===== config.mk =====
export PLATFORM = sky130hd
export DESIGN_NAME = covclass_timer
export DESIGN_NICKNAME = d
export VERILOG_FILES = /design/src/rtl/covclass_pkg.sv /design/src/rtl/covclass_rates.sv /design/src/rtl/covclass_prog.sv /design/src/rtl/covclass_wait.sv /design/src/rtl/covclass_timer.sv
export SDC_FILE = /design/constraint.sdc
export NUM_CORES = 1
export LEC_CHECK = 0
export ABC_AREA = 1
export CAP_MARGIN = 30
export CORE_ASPECT_RATIO = 0.8
export CORE_MARGIN = 1.5
export CORE_UTILIZATION = 45
export CTS_BUF_LIST = sky130_fd_sc_hd__clkbuf_16
export CTS_CLUSTER_DIAMETER = 120
export DETAILED_ROUTE_END_ITERATION = 16
export DONT_BUFFER_PORTS = 1
export GPL_TIMING_DRIVEN = 0
export SYNTH_ARGS = -nofsm -noshare
export SYNTH_HDL_FRONTEND = slang
export SYNTH_SLANG_ARGS = --single-unit

===== constraint.sdc =====
create_clock -name clk -period 2.3 [get_ports clk]
set_clock_uncertainty 0.2 [all_clocks]
set_input_delay 0.115 -clock clk [delete_from_list [all_inputs] [get_ports clk]]
set_output_delay 0.115 -clock clk [all_outputs]
set_load 0.02 [all_outputs]

===== src/rtl/covclass_pkg.sv =====
package covclass_pkg;

    localparam int unsigned MHZ_W = 7;
    localparam int unsigned BASE_W = 5;

    localparam logic [MHZ_W-1:0] RATE_5G    = 7'd40;
    localparam logic [MHZ_W-1:0] RATE_CCK   = 7'd22;
    localparam logic [MHZ_W-1:0] RATE_OTHER = 7'd44;

    localparam logic [BASE_W-1:0] SLOT_TURBO = 5'd6;
    localparam logic [BASE_W-1:0] SLOT_CCK   = 5'd20;
    localparam logic [BASE_W-1:0] SLOT_OTHER = 5'd9;

    localparam logic [BASE_W-1:0] SIFS_TURBO = 5'd8;
    localparam logic [BASE_W-1:0] SIFS_5G    = 5'd16;
    localparam logic [BASE_W-1:0] SIFS_OTHER = 5'd10;

    typedef struct packed {
        logic band5;
        logic cck;
        logic turbo;
    } chan_mode_t;

endpackage


===== src/rtl/covclass_rates.sv =====
module covclass_rates
    import covclass_pkg::*;
(
    input  chan_mode_t              mode,
    output logic [MHZ_W-1:0]        rate_mhz,
    output logic [BASE_W-1:0]       slot_base_us,
    output logic [BASE_W-1:0]       sifs_us
);

    logic [MHZ_W-1:0] base_rate;

    always_comb begin
        if (mode.band5) begin
            base_rate = RATE_5G;
        end else if (mode.cck) begin
            base_rate = RATE_CCK;
        end else begin
            base_rate = RATE_OTHER;
        end
        rate_mhz = mode.turbo ? (base_rate << 1) : base_rate;

        if (mode.turbo) begin
            slot_base_us = SLOT_TURBO;
        end else if (mode.cck) begin
            slot_base_us = SLOT_CCK;
        end else begin
            slot_base_us = SLOT_OTHER;
        end

        if (mode.turbo) begin
            sifs_us = SIFS_TURBO;
        end else if (mode.band5) begin
            sifs_us = SIFS_5G;
        end else begin
            sifs_us = SIFS_OTHER;
        end
    end

endmodule


===== src/rtl/covclass_prog.sv =====
module covclass_prog
    import covclass_pkg::*;
#(
    parameter int unsigned COV_W  = 8,
    parameter int unsigned SLOT_W = 16,
    parameter int unsigned TMO_W  = 14
) (
    input  logic                clk,
    input  logic                rst_n,
    input  logic [COV_W-1:0]    cov_class,
    input  logic [MHZ_W-1:0]    rate_mhz,
    input  logic [BASE_W-1:0]   slot_base_us,
    input  logic [BASE_W-1:0]   sifs_us,
    output logic [SLOT_W-1:0]   slot_cyc,
    output logic [TMO_W-1:0]    ack_cyc,
    output logic [TMO_W-1:0]    cts_cyc,
    output logic                slot_err,
    output logic                tmo_err
);

    localparam int unsigned US_W   = COV_W + 4;
    localparam int unsigned RAW_W  = US_W + MHZ_W + 1;
    localparam int unsigned PROD_W = (RAW_W > SLOT_W + 1) ? RAW_W : SLOT_W + 1;
    localparam logic [PROD_W-1:0] SLOT_MAX = PROD_W'((64'd1 << SLOT_W) - 64'd1);
    localparam logic [PROD_W-1:0] TMO_MAX  = PROD_W'((64'd1 << TMO_W) - 64'd1);

    typedef struct packed {
        logic [SLOT_W-1:0] slot;
        logic [TMO_W-1:0]  ack;
        logic [TMO_W-1:0]  cts;
        logic              slot_bad;
        logic              tmo_bad;
    } prog_t;

    prog_t prog_d, prog_q;

    logic [US_W-1:0]   slot_us;
    logic [US_W-1:0]   tmo_us;
    logic [PROD_W-1:0] slot_prod;
    logic [PROD_W-1:0] slot_lim;
    logic [PROD_W-1:0] tmo_prod;
    logic [PROD_W-1:0] tmo_lim;
    logic              slot_fits;
    logic              tmo_fits;

    always_comb begin
        slot_us   = US_W'(slot_base_us) + (US_W'(cov_class) * US_W'(3));
        tmo_us    = slot_us + US_W'(sifs_us);
        slot_prod = PROD_W'(rate_mhz) * PROD_W'(slot_us);
        slot_lim  = slot_prod + PROD_W'(rate_mhz);
        tmo_prod  = PROD_W'(rate_mhz) * PROD_W'(tmo_us);
        tmo_lim   = tmo_prod + PROD_W'(rate_mhz);
        slot_fits = (slot_lim <= SLOT_MAX);
        tmo_fits  = (tmo_lim <= TMO_MAX);

        prog_d          = prog_q;
        prog_d.slot_bad = !slot_fits;
        prog_d.tmo_bad  = !tmo_fits;
        if (slot_fits) begin
            prog_d.slot = slot_prod[SLOT_W-1:0];
        end
        if (tmo_fits) begin
            prog_d.ack = tmo_prod[TMO_W-1:0];
            prog_d.cts = tmo_prod[TMO_W-1:0];
        end
    end

    always_ff @(posedge clk or negedge rst_n) begin
        if (!rst_n) begin
            prog_q <= '0;
        end else begin
            prog_q <= prog_d;
        end
    end

    assign slot_cyc = prog_q.slot;
    assign ack_cyc  = prog_q.ack;
    assign cts_cyc  = prog_q.cts;
    assign slot_err = prog_q.slot_bad;
    assign tmo_err  = prog_q.tmo_bad;

endmodule


===== src/rtl/covclass_wait.sv =====
module covclass_wait #(
    parameter int unsigned TMO_W = 14
) (
    input  logic             clk,
    input  logic             rst_n,
    input  logic             start,
    input  logic             use_cts,
    input  logic             resp,
    input  logic [TMO_W-1:0] ack_len,
    input  logic [TMO_W-1:0] cts_len,
    output logic             busy,
    output logic             expired
);

    localparam logic [TMO_W-1:0] ONE = TMO_W'(1);

    typedef struct packed {
        logic [TMO_W-1:0] cnt;
        logic             busy;
        logic             fire;
    } wait_t;

    wait_t wait_d, wait_q;
    logic [TMO_W-1:0] load_len;

    always_comb begin
        load_len    = use_cts ? cts_len : ack_len;
        wait_d      = wait_q;
        wait_d.fire = 1'b0;
        if (start) begin
            wait_d.cnt  = (load_len == '0) ? ONE : load_len;
            wait_d.busy = 1'b1;
        end else if (wait_q.busy) begin
            if (resp) begin
                wait_d.cnt  = '0;
                wait_d.busy = 1'b0;
            end else if (wait_q.cnt == ONE) begin
                wait_d.cnt  = '0;
                wait_d.busy = 1'b0;
                wait_d.fire = 1'b1;
            end else begin
                wait_d.cnt = wait_q.cnt - ONE;
            end
        end
    end

    always_ff @(posedge clk or negedge rst_n) begin
        if (!rst_n) begin
            wait_q <= '0;
        end else begin
            wait_q <= wait_d;
        end
    end

    assign busy    = wait_q.busy;
    assign expired = wait_q.fire;

endmodule


===== src/rtl/covclass_timer.sv =====
module covclass_timer
    import covclass_pkg::*;
#(
    parameter int unsigned COV_W  = 8,
    parameter int unsigned SLOT_W = 16,
    parameter int unsigned TMO_W  = 14
) (
    input  logic              clk,
    input  logic              rst_n,
    input  logic              chan_5g,
    input  logic              chan_cck,
    input  logic              chan_turbo,
    input  logic [COV_W-1:0]  cov_class,
    input  logic              wait_start,
    input  logic              wait_cts,
    input  logic              resp_seen,
    output logic [SLOT_W-1:0] slot_cyc,
    output logic [TMO_W-1:0]  ack_cyc,
    output logic [TMO_W-1:0]  cts_cyc,
    output logic              slot_err,
    output logic              tmo_err,
    output logic              wait_busy,
    output logic              wait_expired
);

    chan_mode_t         mode;
    logic [MHZ_W-1:0]   rate_mhz;
    logic [BASE_W-1:0]  slot_base_us;
    logic [BASE_W-1:0]  sifs_us;

    assign mode = '{band5: chan_5g, cck: chan_cck, turbo: chan_turbo};

    covclass_rates u_rates (
        .mode         (mode),
        .rate_mhz     (rate_mhz),
        .slot_base_us (slot_base_us),
        .sifs_us      (sifs_us)
    );

    covclass_prog #(
        .COV_W  (COV_W),
        .SLOT_W (SLOT_W),
        .TMO_W  (TMO_W)
    ) u_prog (
        .clk          (clk),
        .rst_n        (rst_n),
        .cov_class    (cov_class),
        .rate_mhz     (rate_mhz),
        .slot_base_us (slot_base_us),
        .sifs_us      (sifs_us),
        .slot_cyc     (slot_cyc),
        .ack_cyc      (ack_cyc),
        .cts_cyc      (cts_cyc),
        .slot_err     (slot_err),
        .tmo_err      (tmo_err)
    );

    covclass_wait #(
        .TMO_W (TMO_W)
    ) u_wait (
        .clk     (clk),
        .rst_n   (rst_n),
        .start   (wait_start),
        .use_cts (wait_cts),
        .resp    (resp_seen),
        .ack_len (ack_cyc),
        .cts_len (cts_cyc),
        .busy    (wait_busy),
        .expired (wait_expired)
    );

endmodule


==> results of run 1 <==
timing repair:
action                     in CTS  in global routing
pin swaps                      43                 56
cloned                          3                  0
setup endpoints to repair      30                 34
resized for setup             123                 77
hold buffers                    3                  0
hold endpoints to repair       49                  0
buffers inserted               39                 10
synthesized netlist by cell type (11+ instances only):
master / number
nor2_1: 101
nand2_1: 276
fa_1: 75
dfrtp_1: 46
ha_1: 110
nand4_1: 43
inv_1: 188
a21oi_1: 18
o21ai_0: 11
nand3_1: 45
buf_4: 18
nand2_2: 30
worst max path at each step:
stage                          start                end  slack (ns)  depth (start not counted)
final                     chan_turbo  u_prog.ack_cyc[3]       -3.78                         31
after global routing      chan_turbo  u_prog.ack_cyc[2]       -4.04                         32
after CTS                 chan_turbo  u_prog.ack_cyc[2]       -3.70                         33
after detailed placement    chan_cck  u_prog.ack_cyc[5]       -4.36                         33
after global placement      chan_cck  u_prog.ack_cyc[5]       -4.32                         33
after floorplan           chan_turbo  u_prog.ack_cyc[5]       -3.70                         33
through the flow:
step                cells  setup TNS, ns
floorplan            1073        -101.85
global placement     1298        -120.72
detailed placement   1298        -120.66
CTS                  1351        -103.34
global route         1361        -114.87
finish               1361        -106.55
metal layers:
layer | track usage (%) | up-vias | routed length (um)
met4 | 3.46 | 0 | 136
met1 | 30.9 | 3213 | 9590
li1 | - | 3477 | -
met5 | 0 | - | 0
met3 | 2.73 | 8 | 850
met2 | 34.9 | 138 | 8510
cells by family after synthesis:
family          share of synthesized area, %
compound gates                          4.53
xor+xnor                                1.74
fa+ha+maj                               36.3
buf+inv                                 12.3
flops                                   14.5
other cells                           0.0473
simple gates                            30.5
worst reg2reg max path, cell delays in order, from the launching register on:
cell and delay [ns]:
dfrtp_1 0.48, inv_1 0.10, nor3_1 0.17, inv_1 0.11, nor2_1 0.45, inv_2 0.21
o21ai_0 0.20, nand2_1 0.07, nand3_1 0.07
final cells by class:
type | instances | area (um2)
tap | 225 | 282
buffer | 34 | 254
inverter | 199 | 762
fill | 1582 | 7250
clock buffer | 5 | 125
timing repair buffer | 55 | 528
clock inverter | 3 | 28.8
sequential | 46 | 1150
multi-input combinational | 794 | 6890
sequential cells by signal, indices dropped and copies added (netlist names):
signal           count
u_wait.expired       1
u_prog.slot_cyc     15
u_prog.tmo_err       1
u_prog.slot_err      1
u_wait.wait_q       14
u_prog.ack_cyc      13
u_wait.busy          1
==> flow_summary.json, run 1 <==
{
  "ys.flop_type": "dfrtp_1",
  "yosysTopAreaCellShare_pct": 18.9,
  "cts_buffers": 5,
  "cts-root-buf": "clkbuf_16",
  "dpl_cell_area_um2": 8530,
  "violations": "setup timing",
  "first_pass_iters": 5,
  "fin_crit_ns": 6.08,
  "grt_overflow": 0,
  "end_kind": "register",
  "crit_arrival_ns": 6.07,
  "syn_area_um2": 7930,
  "hold_start": "wait_start",
  "required_ns": 2.28,
  "grt_pass1_vias": 6808,
  "clock_sinks": 46,
  "worst_pin_slew_ns": 0.634,
  "slowest_delay_ns": 0.58,
  "slowest_stage": "fa_1",
  "grt_pass1_wl_mm": 31.9,
  "ctsLongestPathBuffers": 2,
  "reg2reg_slack_ns": 0.18,
  "antenna_found_initial": 0,
  "synth_top_cell_by_area": "fa_1",
  "route.detailed.drc": 0,
  "start_util_pct": 45.9,
  "die_h_um": 122,
  "cap_viol_max_count": 0,
  "cp_max_fo": 7,
  "cts_tree": "built",
  "dp_hpwl_mm": 14.8,
  "reg2reg_to": "u_wait.wait_q[6]",
  "initialDrtViolationCount": 322,
  "fin_util_pct": 58.0,
  "nNetsFinal": 1336,
  "path_clk_slew_ns": 0.07,
  "areaGrowthSynthToFinish_pct": 26.4,
  "async_reset_ff_share_pct": 100,
  "grt_max_degree": 47,
  "path_class": "input pin to register",
  "hold_path_end": "u_wait.wait_q[13]",
  "die_area_um2": 18400,
  "final_hold_viol_count": 0,
  "mostFrequentLayoutCell": "nand2_1",
  "row_count": 43,
  "pre_cts_ws_ns": -4.36,
  "insertion_delay_ns": 0.30,
  "viasPerCell": 5.02,
  "die_w_um": 151,
  "clock.fmax_mhz": 164,
  "status": "finished, violations left",
  "yosysSeqAreaShare_pct": 14.5,
  "whs_path_depth": 3,
  "r2r-start": "u_wait.busy",
  "crit_family": "adder cells",
  "yosysWarnings": 0,
  "synth_cell_type_count": 46,
  "core_um2": 17300,
  "syn_avg_cell_area_um2": 7.40,
  "wl_per_cell_um": 14.0,
  "hp-class": "input pin to register",
  "finalWeightedCongestion": 0.860,
  "hold_ws_ns": 0.119,
  "io_pins": 64,
  "track_usage_pct": 21.5,
  "antennaDiodeCount": 0,
  "setup.worst_path.start_class": "input pin",
  "synth-edff-count": 0,
  "setup_ws_ns": -3.78,
  "synth_area_leaders": "fa_1, ha_1, dfrtp_1, nand2_1, inv_1",
  "final_area_um2": 10000,
  "num_vias": 6836,
  "grt_setup_unrepaired": "true",
  "portBuffers": 0,
  "relSlewSlack_pct": 57.8,
  "drive_gt1_share_pct": 29.4,
  "htree_num_levels": 2,
  "report.final.slew_viol_count": 0,
  "ys_ff_latch": 46,
  "final_cell_mix": "nand2_1, inv_1, nor2_1",
  "ant_nets": 0,
  "synthCells": 1071,
  "setup_viol": 30,
  "drt_wl_total_mm": 19.1,
  "reg2reg_depth": 8,
  "period_share_pct": 264,
  "cp.buffers_inverters": 3
}
Power of run 1 is not shown: default switching activity piles up to over one toggle a cycle in this logic, so the estimate is an artifact.
==> inputs of run 2 (changes only) <==
Settings changed: PLACE_DENSITY_LB_ADDON from default to 0.3.
==> run 2 against run 1 <==
The flow still finishes with violations (setup timing). Die area did not move. Final area about the same. Register-to-register slack worse by 0.02 ns. Routed wire length is 2.6% higher. Sequential share of layout area is essentially flat. Via count grew 3.1%. Hold slack better by 0.012 ns. Critical path type unchanged. Critical endpoint is now u_prog.ack_cyc[10]. Highest routed layer unchanged.
==> flow_summary.json, run 2 (same netlist as run 1, synthesis figures left out) <==
{
  "slowest_delay_ns": 0.55,
  "pre_cts_ws_ns": -4.32,
  "instances_no_fill": 1357,
  "grt_pass1_wl_mm": 31.6,
  "cts_tree": "built",
  "areaGrowthSynthToFinish_pct": 26.3,
  "num_vias": 7046,
  "portBuffers": 0,
  "grt_overflow": 0,
  "path_clk_slew_ns": 0.07,
  "cts_buffers": 5,
  "worst_pin_slew_ns": 0.632,
  "setup.worst_path.start_class": "input pin",
  "cap_viol_max_count": 0,
  "hp-class": "input pin to register",
  "die_h_um": 122,
  "viasPerCell": 5.19,
  "fin_crit_ns": 6.19,
  "insertion_delay_ns": 0.29,
  "ant_nets": 0,
  "die_area_um2": 18400,
  "final_cell_mix": "nand2_1, inv_1, nor2_1, ha_1, fa_1",
  "tns_ns": -106.37,
  "path_class": "input pin to register",
  "cts-root-buf": "clkbuf_16",
  "mostFrequentLayoutCell": "nand2_1",
  "finalWeightedCongestion": 0.892,
  "dp_hpwl_mm": 14.7,
  "wl_per_cell_um": 14.4,
  "report.final.slew_viol_count": 0,
  "final_hold_viol_count": 0,
  "ctsLongestPathBuffers": 2,
  "final_area_um2": 10000,
  "grt_max_degree": 47,
  "core_um2": 17300,
  "crit_top_cell": "nand2_4",
  "largest_reg_flops": 15,
  "required_ns": 2.28,
  "io_pins": 64,
  "status": "finished, violations left",
  "first_pass_iters": 5,
  "start_util_pct": 45.9,
  "antennaDiodeCount": 0,
  "track_usage_pct": 21.2,
  "crit_arrival_ns": 6.17,
  "end_kind": "register",
  "die_w_um": 151,
  "grt_setup_unrepaired": "true",
  "dpl_cell_area_um2": 8530,
  "initialDrtViolationCount": 300,
  "slowest_stage": "fa_2",
  "cp_max_fo": 5,
  "clock_sinks": 46,
  "nNetsFinal": 1332,
  "antenna_found_initial": 0,
  "fill_cells": 1537,
  "row_count": 43,
  "drt_wl_total_mm": 19.6,
  "route.detailed.drc": 0,
  "setup_viol": 30,
  "period_share_pct": 269,
  "setup_ws_ns": -3.89,
  "relSlewSlack_pct": 57.8,
  "violations": "setup timing",
  "clock.fmax_mhz": 162,
  "drive_gt1_share_pct": 28.0,
  "grt_pass1_vias": 6833,
  "htree_num_levels": 2,
  "placed_cells": 1298
}
[run 2: cell count changes in the layout (fill, tap and decap cells not counted), sizes merged]
cell      before  now
clkbuf        14   16
clkinv         4    3
bufinv         0    1
buf           78   72
clkinvlp       0    1
inv          198  197
[run 2: path summary, 6_finish.rpt]
check,startpoint,end,slack [ns],cells past startpoint
min reg2reg,u_wait.wait_q[7],u_wait.wait_q[7],0.30,2
max reg2reg,u_wait.wait_q[6],u_wait.wait_q[7],0.16,10
min,wait_start,u_wait.wait_q[13],0.13,3
min in group asynchronous,rst_n,u_prog.slot_cyc[14],0.14,2
max in group asynchronous,rst_n,u_wait.wait_q[13],1.56,2
max,cov_class[0],u_prog.ack_cyc[10],-3.89,35
[run 2: area by class of cell]
cell class	count	area [um2]	share of cell area, %
Inverter	199	767	7.66
Tap cell	225	282	2.81
Timing Repair Buffer	51	515	5.15
Clock buffer	5	125	1.25
Clock inverter	3	41.3	0.412
Buffer	34	260	2.60
Multi-Input combinational cell	794	6870	68.6
Sequential cell	46	1150	11.5
[run 2: repair_timing]
item                                   CTS  global route
setup endpoints to repair               33            33
endpoints found under the hold margin   49             0
cloned                                   2             1
hold buffers                             3             0
buffers inserted                        32            13
gates resized for setup                103            94
pin swaps                               51            80
[run 2: per-stage QoR]
stage	hold WS [ns]	util (%)
finish	0.132	58.0
global route	0.166	58.0
CTS	0.127	54.8
detailed placement	-0.380	49.4
global placement	-0.380	49.4
floorplan	-0.381	-
[run 2: critical path: cells and delay by family]
family | cells | cell delay, ns
fa+ha+maj | 9 | 3.36
simple gates | 13 | 1.17
buf+inv | 9 | 0.79
xor+xnor | 2 | 0.36
compound gates | 2 | 0.35
[run 2: routing by layer]
metal  wire, um  vias up  global-route usage, %
met5          0        -                      0
met4        212        0                   4.61
met3        977       16                   2.40
met2       9050      159                   34.4
met1       9330     3406                   30.3
li1           -     3465                      -
Power of run 2 is left out for the same reason.
